[src/rtl/inj_fmt_pkg.sv]
package inj_fmt_pkg;

   typedef enum logic [2:0] {
      ST_IDLE,
      ST_SOF,
      ST_HDR,
      ST_DATA,
      ST_EOF,
      ST_ZERO,
      ST_WAIT
   } inj_state_e;

   localparam int unsigned WORD_BYTES = 4;
   localparam logic [1:0]  GAP_ONE    = 2'd1;

endpackage

[src/rtl/inj_len_calc.sv]
module inj_len_calc #(
   parameter int unsigned LEN_W     = 16,
   parameter int unsigned MIN_BYTES = 60
) (
   input  logic [LEN_W-1:0] len_i,
   output logic [LEN_W-1:0] pay_words_o,
   output logic [LEN_W-1:0] last_idx_o,
   output logic [1:0]       vld_o
);
   import inj_fmt_pkg::*;

   localparam int unsigned MIN_WORDS = MIN_BYTES / WORD_BYTES;

   if (MIN_BYTES % WORD_BYTES != 0) begin : g_bad_min
      $error("MIN_BYTES must be a whole number of words");
   end
   if (MIN_WORDS < 1 || MIN_BYTES >= (1 << LEN_W)) begin : g_bad_range
      $error("MIN_BYTES out of range for LEN_W");
   end

   logic [LEN_W:0]   sum;
   logic [LEN_W-1:0] total;

   always_comb begin
      sum         = {1'b0, len_i} + (LEN_W+1)'(3);
      pay_words_o = {1'b0, sum[LEN_W:2]};
      total       = (pay_words_o > LEN_W'(MIN_WORDS)) ? pay_words_o : LEN_W'(MIN_WORDS);
      last_idx_o  = total - LEN_W'(1);
      vld_o       = (len_i < LEN_W'(MIN_BYTES)) ? 2'd0 : len_i[1:0];
   end

endmodule

[src/rtl/inj_backoff_tmr.sv]
module inj_backoff_tmr #(
   parameter int unsigned CYCLES = 6250
) (
   input  logic clk,
   input  logic rst_n,
   input  logic start_i,
   output logic run_o,
   output logic done_o
);

   if (CYCLES < 1) begin : g_bad_cyc
      $error("backoff must last at least one cycle");
   end

   logic run_q;

   if (CYCLES == 1) begin : g_single
      always_ff @(posedge clk) begin
         if (!rst_n)       run_q <= 1'b0;
         else if (start_i) run_q <= 1'b1;
         else              run_q <= 1'b0;
      end
      assign done_o = run_q;
   end else begin : g_count
      localparam int unsigned CW = $clog2(CYCLES);
      logic [CW-1:0] cnt_q;
      always_ff @(posedge clk) begin
         if (!rst_n) begin
            run_q <= 1'b0;
            cnt_q <= '0;
         end else if (start_i) begin
            run_q <= 1'b1;
            cnt_q <= CW'(CYCLES - 1);
         end else if (run_q) begin
            if (cnt_q == '0) run_q <= 1'b0;
            else             cnt_q <= cnt_q - CW'(1);
         end
      end
      assign done_o = run_q && (cnt_q == '0);
   end

   assign run_o = run_q;

   assert_tmr_no_restart_R8: assert property (@(posedge clk) disable iff (!rst_n)
      start_i |-> !run_q);

endmodule

[src/rtl/inj_seq_fsm.sv]
module inj_seq_fsm #(
   parameter int unsigned LEN_W     = 16,
   parameter int unsigned HDR_WORDS = 9
) (
   input  logic                    clk,
   input  logic                    rst_n,
   input  logic                    req_i,
   input  logic                    q_rdy_i,
   input  logic                    wm_hit_i,
   input  logic [LEN_W-1:0]        last_idx_i,
   input  logic                    tmr_done_i,
   output inj_fmt_pkg::inj_state_e state_o,
   output logic [LEN_W-1:0]        cnt_o,
   output logic                    take_o,
   output logic                    rej_o,
   output logic                    tmr_start_o,
   output logic                    wm_clr_o
);
   import inj_fmt_pkg::*;

   if (HDR_WORDS < 1 || HDR_WORDS >= (1 << LEN_W)) begin : g_bad_hdr
      $error("HDR_WORDS out of range");
   end

   inj_state_e       st_q, st_d;
   logic [LEN_W-1:0] cnt_q, cnt_d;

   assign take_o      = req_i && (st_q == ST_IDLE) && q_rdy_i;
   assign rej_o       = req_i && !take_o;
   assign tmr_start_o = (st_q == ST_ZERO) && wm_hit_i;
   assign wm_clr_o    = (st_q == ST_WAIT) && tmr_done_i && wm_hit_i;

   always_comb begin
      st_d  = st_q;
      cnt_d = cnt_q;
      unique case (st_q)
         ST_IDLE: if (take_o) st_d = ST_SOF;
         ST_SOF: begin
            st_d  = ST_HDR;
            cnt_d = '0;
         end
         ST_HDR: begin
            if (cnt_q == LEN_W'(HDR_WORDS - 1)) begin
               st_d  = ST_DATA;
               cnt_d = '0;
            end else begin
               cnt_d = cnt_q + LEN_W'(1);
            end
         end
         ST_DATA: begin
            if (cnt_q == last_idx_i) st_d = ST_EOF;
            else                     cnt_d = cnt_q + LEN_W'(1);
         end
         ST_EOF:  st_d = ST_ZERO;
         ST_ZERO: st_d = wm_hit_i ? ST_WAIT : ST_IDLE;
         ST_WAIT: if (tmr_done_i) st_d = ST_IDLE;
         default: st_d = ST_IDLE;
      endcase
   end

   always_ff @(posedge clk) begin
      if (!rst_n) begin
         st_q  <= ST_IDLE;
         cnt_q <= '0;
      end else begin
         st_q  <= st_d;
         cnt_q <= cnt_d;
      end
   end

   assign state_o = st_q;
   assign cnt_o   = cnt_q;

   assert_wait_has_timer_R8: assert property (@(posedge clk) disable iff (!rst_n)
      (st_q == ST_ZERO && wm_hit_i) |=> (st_q == ST_WAIT));

endmodule

[src/rtl/inj_word_packer.sv]
module inj_word_packer #(
   parameter int unsigned LEN_W      = 16,
   parameter int unsigned HDR_WORDS  = 9,
   parameter int unsigned MIN_BYTES  = 60,
   parameter int unsigned CLK_MHZ    = 125,
   parameter int unsigned BACKOFF_NS = 50000,
   localparam int unsigned HIDX_W    = (HDR_WORDS > 1) ? $clog2(HDR_WORDS) : 1
) (
   input  logic              clk,
   input  logic              rst_n,
   input  logic              req_i,
   input  logic [LEN_W-1:0]  req_len_i,
   input  logic              q_rdy_i,
   input  logic              wm_hit_i,
   output logic [HIDX_W-1:0] hdr_idx_o,
   input  logic [31:0]       hdr_word_i,
   output logic [LEN_W-1:0]  pay_idx_o,
   input  logic [31:0]       pay_word_i,
   output logic              wr_en_o,
   output logic [31:0]       wr_data_o,
   output logic              ctl_en_o,
   output logic              ctl_sof_o,
   output logic              ctl_eof_o,
   output logic [1:0]        ctl_gap_o,
   output logic [1:0]        ctl_vld_o,
   output logic              busy_o,
   output logic              rej_o,
   output logic              wm_clr_o
);
   import inj_fmt_pkg::*;

   localparam int unsigned BACKOFF_CYC = (BACKOFF_NS * CLK_MHZ + 999) / 1000;

   if (LEN_W < 8) begin : g_bad_len
      $error("LEN_W too small");
   end

   inj_state_e       st;
   logic [LEN_W-1:0] cnt, len_q, pay_words, last_idx;
   logic [1:0]       vld;
   logic             take, tmr_start, tmr_run, tmr_done;

   always_ff @(posedge clk) begin
      if (!rst_n)    len_q <= '0;
      else if (take) len_q <= req_len_i;
   end

   inj_len_calc #(.LEN_W(LEN_W), .MIN_BYTES(MIN_BYTES)) i_len_calc (
      .len_i       (len_q),
      .pay_words_o (pay_words),
      .last_idx_o  (last_idx),
      .vld_o       (vld)
   );

   inj_backoff_tmr #(.CYCLES(BACKOFF_CYC)) i_backoff_tmr (
      .clk     (clk),
      .rst_n   (rst_n),
      .start_i (tmr_start),
      .run_o   (tmr_run),
      .done_o  (tmr_done)
   );

   inj_seq_fsm #(.LEN_W(LEN_W), .HDR_WORDS(HDR_WORDS)) i_seq_fsm (
      .clk         (clk),
      .rst_n       (rst_n),
      .req_i       (req_i),
      .q_rdy_i     (q_rdy_i),
      .wm_hit_i    (wm_hit_i),
      .last_idx_i  (last_idx),
      .tmr_done_i  (tmr_done),
      .state_o     (st),
      .cnt_o       (cnt),
      .take_o      (take),
      .rej_o       (rej_o),
      .tmr_start_o (tmr_start),
      .wm_clr_o    (wm_clr_o)
   );

   assign hdr_idx_o = cnt[HIDX_W-1:0];
   assign pay_idx_o = cnt;
   assign busy_o    = (st != ST_IDLE);
   assign ctl_sof_o = (st == ST_SOF);
   assign ctl_eof_o = (st == ST_EOF);
   assign ctl_en_o  = ctl_sof_o || ctl_eof_o;
   assign ctl_gap_o = ctl_en_o ? GAP_ONE : 2'd0;
   assign ctl_vld_o = ctl_eof_o ? vld : 2'd0;
   assign wr_en_o   = (st == ST_HDR) || (st == ST_DATA) || (st == ST_ZERO);

   always_comb begin
      wr_data_o = '0;
      if (st == ST_HDR)                          wr_data_o = hdr_word_i;
      else if (st == ST_DATA && cnt < pay_words) wr_data_o = pay_word_i;
   end

   assert_notrdy_rej_R1: assert property (@(posedge clk) disable iff (!rst_n)
      (req_i && !q_rdy_i) |-> rej_o);
   assert_rej_no_sof_R1: assert property (@(posedge clk) disable iff (!rst_n)
      rej_o |=> !ctl_sof_o);
   assert_sof_then_hdr_R3: assert property (@(posedge clk) disable iff (!rst_n)
      ctl_sof_o |=> (wr_en_o && hdr_idx_o == '0));
   assert_short_vld_R6: assert property (@(posedge clk) disable iff (!rst_n)
      (ctl_eof_o && len_q < LEN_W'(MIN_BYTES)) |-> (ctl_vld_o == 2'd0));
   assert_eof_then_zero_R7: assert property (@(posedge clk) disable iff (!rst_n)
      ctl_eof_o |=> (wr_en_o && wr_data_o == 32'd0));
   assert_wait_silent_R8: assert property (@(posedge clk) disable iff (!rst_n)
      tmr_run |-> (busy_o && !wr_en_o && !ctl_en_o));
   assert_clr_ends_R9: assert property (@(posedge clk) disable iff (!rst_n)
      wm_clr_o |=> !busy_o);
   assert_busy_rej_R10: assert property (@(posedge clk) disable iff (!rst_n)
      (req_i && busy_o) |-> rej_o);

endmodule

[config.mk]
export PLATFORM = sky130hd
export DESIGN_NAME = inj_word_packer
export DESIGN_NICKNAME = d
export VERILOG_FILES = /design/src/rtl/inj_fmt_pkg.sv /design/src/rtl/inj_len_calc.sv /design/src/rtl/inj_backoff_tmr.sv /design/src/rtl/inj_seq_fsm.sv /design/src/rtl/inj_word_packer.sv
export SDC_FILE = /design/constraint.sdc
export NUM_CORES = 1
export LEC_CHECK = 0
export CAP_MARGIN = 20
export CORE_ASPECT_RATIO = 0.9
export CORE_MARGIN = 8
export CORE_UTILIZATION = 35
export CTS_CLUSTER_SIZE = 10
export DETAILED_ROUTE_END_ITERATION = 6
export GPL_TIMING_DRIVEN = 0
export MAX_ROUTING_LAYER = met4
export SKIP_LAST_GASP = 1
export SYNTH_ARGS = -nofsm -noshare
export SYNTH_HDL_FRONTEND = slang
export SYNTH_HIERARCHICAL = 1
export SYNTH_SLANG_ARGS = --single-unit
[constraint.sdc]
create_clock -name clk -period 5.1 [get_ports clk]
set_input_delay 0.765 -clock clk [delete_from_list [all_inputs] [get_ports clk]]
set_output_delay 0.765 -clock clk [all_outputs]
set_load 0.02 [all_outputs]
# --- Word level (Yosys, flattened, before mapping) ---
# Index checks and enable logic that the tools add are counted.
# Widths: inputs -> output; s select.
classes:
  n_bitwise: 2
  eq_ne: 14
  reduce_logical: 22
  order_cmp: 3
  n_mux: 21
  n_addsub: 4
ops:
  columns: ["op", "count"]
  rows:
  - ["$mux 32", 2]
  - ["$pmux 16 s3", 1]
  - ["$mux 13", 3]
  - ["$mux 16", 2]
  - ["$pmux 3 s7", 1]
  - ["$add 16x2->17 const B", 1]
  - ["$add 16x1->16 const B", 1]
  - ["$eq 16x16->1", 1]
  - ["$eq 16x4->1 const B", 1]
  - ["$lt 16x15->1", 1]
  - ["$lt 16x6->1 const B", 1]
  - ["$sub 16x1->16 const B", 1]
  - ["$gt 15x4->1 const B", 1]
  - ["$mux 15", 1]
  - ["$mux 3", 5]
  - ["$logic_not 13->1", 1]
  - ["$sub 13x1->13 const B", 1]
  - ["$ne 2x1->1 const B", 5]
  - ["$eq 3x3->1 const B", 3]
  - ["$logic_and 1x1->1", 8]
  - ["$eq 3x2->1 const B", 2]
  - ["$reduce_and 2->1", 3]
  - ["$reduce_bool 3->1", 2]
  - ["$mux 1", 4]
  - ["other kinds (10)", 14]
totals:
  reg_bits: 49
  inputBits: 85
  out_inout_bits: 63
  word_cells: 72

# --- Longest topological paths before layout ---
depth:
  ltp_word: 7
  ltp_mapped: 18
  depth_no_buf: 15

# --- Cells and area by module ---
# Netlist, hierarchy kept.
modules_own_cells:
  columns: ["mod", "seq_area_each_um2", "area_per_inst_um2", "cells_per_inst", "n_inst"]
  rows:
  - ["inj_word_packer", 320.3, 1524.0, 162, 1]
  - ["inj_seq_fsm", 380.4, 1342.5, 174, 1]
  - ["inj_len_calc", 0.0, 719.4, 95, 1]
  - ["inj_backoff_tmr", 280.3, 708.2, 77, 1]

# --- Least setup slack after synthesis ---
# OpenSTA, ideal clock, no wires.
synth_timing:
  kind: "flip-flop to output port"
  from: "register len_q[4]"
  to: "output wr_data_o[10]"
  path_slack_ns: 1.282
  arrival_time_ns: 3.053
  stages_incl_launch_ff: 13
  required_ns: 4.335
  path_cell_list: "dfxtp_1 > nand4_4 > nor4_2 > and3_1 > nand2_1 > xnor2_1 > inv_1 > ha_1 > nand4_1 > or3_1 > o41a_4 > buf_6 > a32o_2"
synth_via:
  elab_chain_len: 5
synth_rtl:
  columns: ["item", "line_no", "source"]
  rows:
  - ["start, declared", "inj_word_packer.sv:39", "logic [LEN_W-1:0] cnt, len_q, pay_words, last_idx;"]
  - ["start signal, assigned", "inj_word_packer.sv:45", "else if (take) len_q <= req_len_i;"]
  - ["$add 16x2->17", "inj_len_calc.sv:25", "sum = {1'b0, len_i} + (LEN_W+1)'(3);"]
  - ["via pay_words[13]", "inj_word_packer.sv:39", null]
  - ["$lt 16x15->1", "inj_word_packer.sv:92", "else if (st == ST_DATA && cnt < pay_words) wr_data_o = pay_word_i;"]
  - ["$logic_and 1x1->1", "inj_word_packer.sv:92", null]
  - ["$mux 32", "inj_word_packer.sv:92", null]
  - ["$mux 32", "inj_word_packer.sv:91", "if (st == ST_HDR) wr_data_o = hdr_word_i;"]
  - ["end, declared", "inj_word_packer.sv:20", "output logic [31:0] wr_data_o,"]
# The timed path passes the listed nets, and every way through them passes these cells.

# --- Final worst setup path ---
layout_timing:
  from: "register len_q[10]"
  to: "output wr_data_o[1]"
# Same word-level chain as after synthesis.

==> out/summary.log <==
INFO  run_status     outcome=complete, no violations
INFO  floorplanning  io_pins=148
INFO  timing         timing.slew.headroom=39.5%
INFO  power_and_ir_drop power.clock.fraction=27.2%
INFO  final_layout   final_core_utilization=51.7%
INFO  power_and_ir_drop fin_total_pwr=0.00125W
INFO  critical_path  critical_path.reg2reg.startpoint=len_q[7]
INFO  critical_path  reg2reg_capture_point=i_seq_fsm/cnt_o[9]
INFO  logic_synthesis synth-adder-area-share=5.83%
INFO  global_route   track_usage=17.0%
INFO  power_and_ir_drop comb_power_share=39.0%
INFO  final_layout   layout.cells.most_common=sky130_fd_sc_hd__clkdlybuf4s50_1
INFO  critical_path  cp-startpoint=len_q[10]
INFO  global_route   antenna_found_initial=0
INFO  drt            drt_iter0_drc=427
INFO  logic_synthesis yosys-top-cells-area=sky130_fd_sc_hd__dfxtp_1, sky130_fd_sc_hd__a32o_2, sky130_fd_sc_hd__ha_1, sky130_fd_sc_hd__xor2_1, sky130_fd_sc_hd__mux2i_1
INFO  min_path       hold_path_depth=2
INFO  min_path       whs_endpoint=i_backoff_tmr/g_count.cnt_q[1]
INFO  clocking       cts-root-buf=sky130_fd_sc_hd__clkbuf_16
INFO  power_and_ir_drop internal_power=0.000843W
INFO  logic_synthesis post_synth_num_cell_types=70
INFO  power_and_ir_drop power.switching_fraction=32.6%
INFO  logic_synthesis yosysWarningCount=6
INFO  power_and_ir_drop power_per_cell_area=201nW/um^2
INFO  timing         timing_worst_slew_pin_value=0.904ns
INFO  logic_synthesis ys_seq_area_share=22.8%
INFO  global_route   grt_first_pass_wirelength=22.0mm
INFO  timing         max_clock_freq=204MHz
INFO  flow_run       max_cap_viol_count=0
INFO  place          portBuffers=146
INFO  place          place.detailed.hpwl=11.3mm
INFO  min_path       source_of_the_worst_hold_timing_path=i_backoff_tmr/g_count.cnt_q[1]
INFO  clocking       clk_pin_slew=0.07ns
INFO  critical_path  setup.worst_path.end_class=primary output
INFO  clocking       cts_tree=done
INFO  critical_path  r2r.worst_path.cells=18
INFO  final_layout   flow.area_growth_from_synthesis=44.7%
INFO  timing         period_share=96.3%
INFO  drt            postRouteAntennaNets=0
INFO  final_layout   most_used_cells_in_the_layout_excluding_fill_and_tap_cells=sky130_fd_sc_hd__clkdlybuf4s50_1, sky130_fd_sc_hd__dfxtp_1, sky130_fd_sc_hd__nand2_1, sky130_fd_sc_hd__a32o_2, sky130_fd_sc_hd__xor2_1
INFO  logic_synthesis synth_async_sr_flop_share=0%
INFO  critical_path  cp_data_required_time=4.34ns
INFO  drt            via_per_inst=5.38
INFO  floorplanning  fp.dieArea=16100um^2
INFO  clocking       clkSinkCount=49
INFO  critical_path  setup.worst_path.class=reg2out
INFO  clocking       cts-hold-fix-buffers=0
INFO  global_route   globalRoute.totalOverflow=0
INFO  place          minimum_setup_slack_after_placement=0.354ns
INFO  place          routabilityCongestion=0.847
INFO  critical_path  setup.reg_to_reg.worst_slack=0.63ns
INFO  logic_synthesis synth_top_family_by_area=simple AND/OR/NAND/NOR gates
INFO  logic_synthesis most_common_flop_cell_mapped_by_yosys=sky130_fd_sc_hd__dfxtp_1
INFO  logic_synthesis postSynthCellCount=508
INFO  logic_synthesis synth_compound_gate_area_share=21.1%
INFO  floorplanning  fp.dieW=133um
INFO  global_route   maximum_number_of_pins_on_one_net_before_global_route_repair=18
INFO  critical_path  worstSetupStartpointType=register
INFO  floorplanning  floorplan.die.height=121um
INFO  drt            drt-pass1-iter-count=5
INFO  logic_synthesis post-synth-top-area-fraction=22.8%
INFO  global_route   grt_pass1_vias=4333
INFO  logic_synthesis post_synth_edffs=0
INFO  logic_synthesis ys_ff_latch=49
INFO  final_layout   drive_above_1_share=14.7%
INFO  final_layout   fillerInstances=1159
INFO  final_layout   design.final.nets=770
INFO  clocking       worst_skew_pair.late_latency=0.29ns
INFO  power_and_ir_drop ir_worst_vdd=0.115mV
INFO  power_and_ir_drop sequential_share_of_power=33.8%
INFO  min_path       min-delay-path-class=reg2reg
INFO  clocking       clock_tree.htree_level_count=2
INFO  logic_synthesis area_of_the_mapped_netlist=4290um^2
INFO  critical_path  crit_arrival=4.15ns
INFO  power_and_ir_drop total_switching_power=0.000409W
INFO  logic_synthesis yosys.area_share.simple=28.0%
INFO  timing         timing.final.max_slew_violations=0
INFO  timing         report.final.setup_viol=0
INFO  timing         postLayoutSetupSlackWorst=0.187ns
INFO  timing         timing.clock.skew=0.00526ns
INFO  clocking       cts-root-to-sink-buffers=2
INFO  timing         minimum_clock_period_after_layout=4.91ns
INFO  logic_synthesis synth.largest_area_cell=sky130_fd_sc_hd__dfxtp_1
INFO  drt            drt-total-wl=14.0mm
INFO  floorplanning  rows=38
INFO  final_layout   diodes=0
INFO  drt            drt-wirelength-per-cell=17.0um
INFO  critical_path  worst_path_fanout_max=10
INFO  floorplanning  core_region_area=12000um^2
INFO  logic_synthesis synth-xor-area-share=9.56%
INFO  power_and_ir_drop leakage=2.88nW
INFO  logic_synthesis synth.area.mux_share=5.36%
INFO  final_layout   multiInputGateArea=3030um^2
INFO  logic_synthesis syn-mean-instance-area=8.45um^2
INFO  timing         timing.final.hold_violations=0
INFO  drt            drc=0
INFO  floorplanning  initial_utilization=35.7%
INFO  drt            vias=4448
INFO  clocking       cts-buffers-inserted=5
INFO  final_layout   layout.area.seq=987um^2
worst max path at each step:
stage                     slack [ns]       endpoint
final                           0.19   wr_data_o[1]
after global routing          -0.007   wr_data_o[1]
after CTS                      0.007   wr_data_o[7]
after detailed placement        0.35   wr_data_o[7]
after global placement          0.39   wr_data_o[5]
after floorplan                 1.28  wr_data_o[10]
kinds of logic after synthesis:
logic type | after synthesis
compound gates | 111
xor+xnor | 46
fa+ha+maj | 20
buf+inv | 61
flops | 49
mux | 23
other cells | 2
simple gates | 196
final cells by class:
class / count / share of cell area, %
Inverter: 26 / 1.57
Multi-Input combinational cell: 399 / 48.7
Tap cell: 160 / 3.22
Buffer: 35 / 3.52
Clock buffer: 6 / 2.24
Clock inverter: 2 / 0.222
Timing Repair Buffer: 149 / 24.6
Sequential cell: 49 / 15.9
power by group through the flow:
stage | combinational [W] | sequential, W | clock [W]
floorplan | 0.000298 | 0.000425 | 0
global placement | 0.000485 | 0.000431 | 0
detailed placement | 0.000490 | 0.000431 | 0
CTS | 0.000493 | 0.000422 | 0.000352
global route | 0.000531 | 0.000426 | 0.000368
finish | 0.000489 | 0.000423 | 0.000340
layer usage:
layer  GRT usage [%]  routed length (um)  part of all wire, %
met1            21.9                6380                   45
met2            28.2                6890                   49
met3            2.52                 680                  4.8
met4            2.13                  90                 0.64
met5               -                   0                    0
sequential cells by signal, summed over array words and instances, names as in the netlist:
name and count:
len_q 16, i_seq_fsm/cnt_o 16, i_seq_fsm/state_o 3, i_backoff_tmr/run_o 1, i_backoff_tmr/g_count.cnt_q 13
synthesized netlist by cell type (all sizes together), types with 3 or more instances:
cell	n
a211oi	4
a21oi	20
a31oi	5
a32o	32
and2	5
and3	6
buf	23
clkbuf	12
dfxtp	49
ha	20
inv	26
mux2i	23
nand2	37
nand2b	5
nand3	12
nand4	11
nor2	26
nor2b	21
nor3	10
nor4	21
nor4b	3
o211a	4
o211ai	4
o21a	4
o21ai	19
o31a	5
or3	16
or4	9
xnor2	17
xor2	29
worst max-delay path, cell delays in order, from the launching register on:
cell	delay, ns
sky130_fd_sc_hd__dfxtp_1	0.35
sky130_fd_sc_hd__clkbuf_4	0.21
sky130_fd_sc_hd__nand3_1	0.14
sky130_fd_sc_hd__nor4_4	0.37
sky130_fd_sc_hd__and3_2	0.27
sky130_fd_sc_hd__nand2_1	0.08
sky130_fd_sc_hd__xnor2_1	0.15
sky130_fd_sc_hd__inv_1	0.06
sky130_fd_sc_hd__ha_1	0.29
sky130_fd_sc_hd__nand4_1	0.14
sky130_fd_sc_hd__or3_1	0.41
sky130_fd_sc_hd__o41a_4	0.41
sky130_fd_sc_hd__buf_6	0.16
sky130_fd_sc_hd__a32o_2	0.26
sky130_fd_sc_hd__clkdlybuf4s50_1	0.55
repair_timing:
item | CTS | global route
buffers inserted | 0 | 3
gates resized for setup | 0 | 36
setup endpoints to repair | 0 | 32
through the flow:
step | std cells | setup TNS [ns] | hold WS (ns) | area [um^2]
after floorplan | 509 | 0 | 0.477 | 4300
after global placement | 815 | 0 | 0.498 | 5960
after detailed placement | 815 | 0 | 0.500 | 5960
after CTS | 823 | 0 | 0.511 | 6110
after global routing | 826 | -0.00661 | 0.552 | 6210
final | 826 | 0 | 0.513 | 6210
No activity file was read; power rests on OpenSTA's default activity.
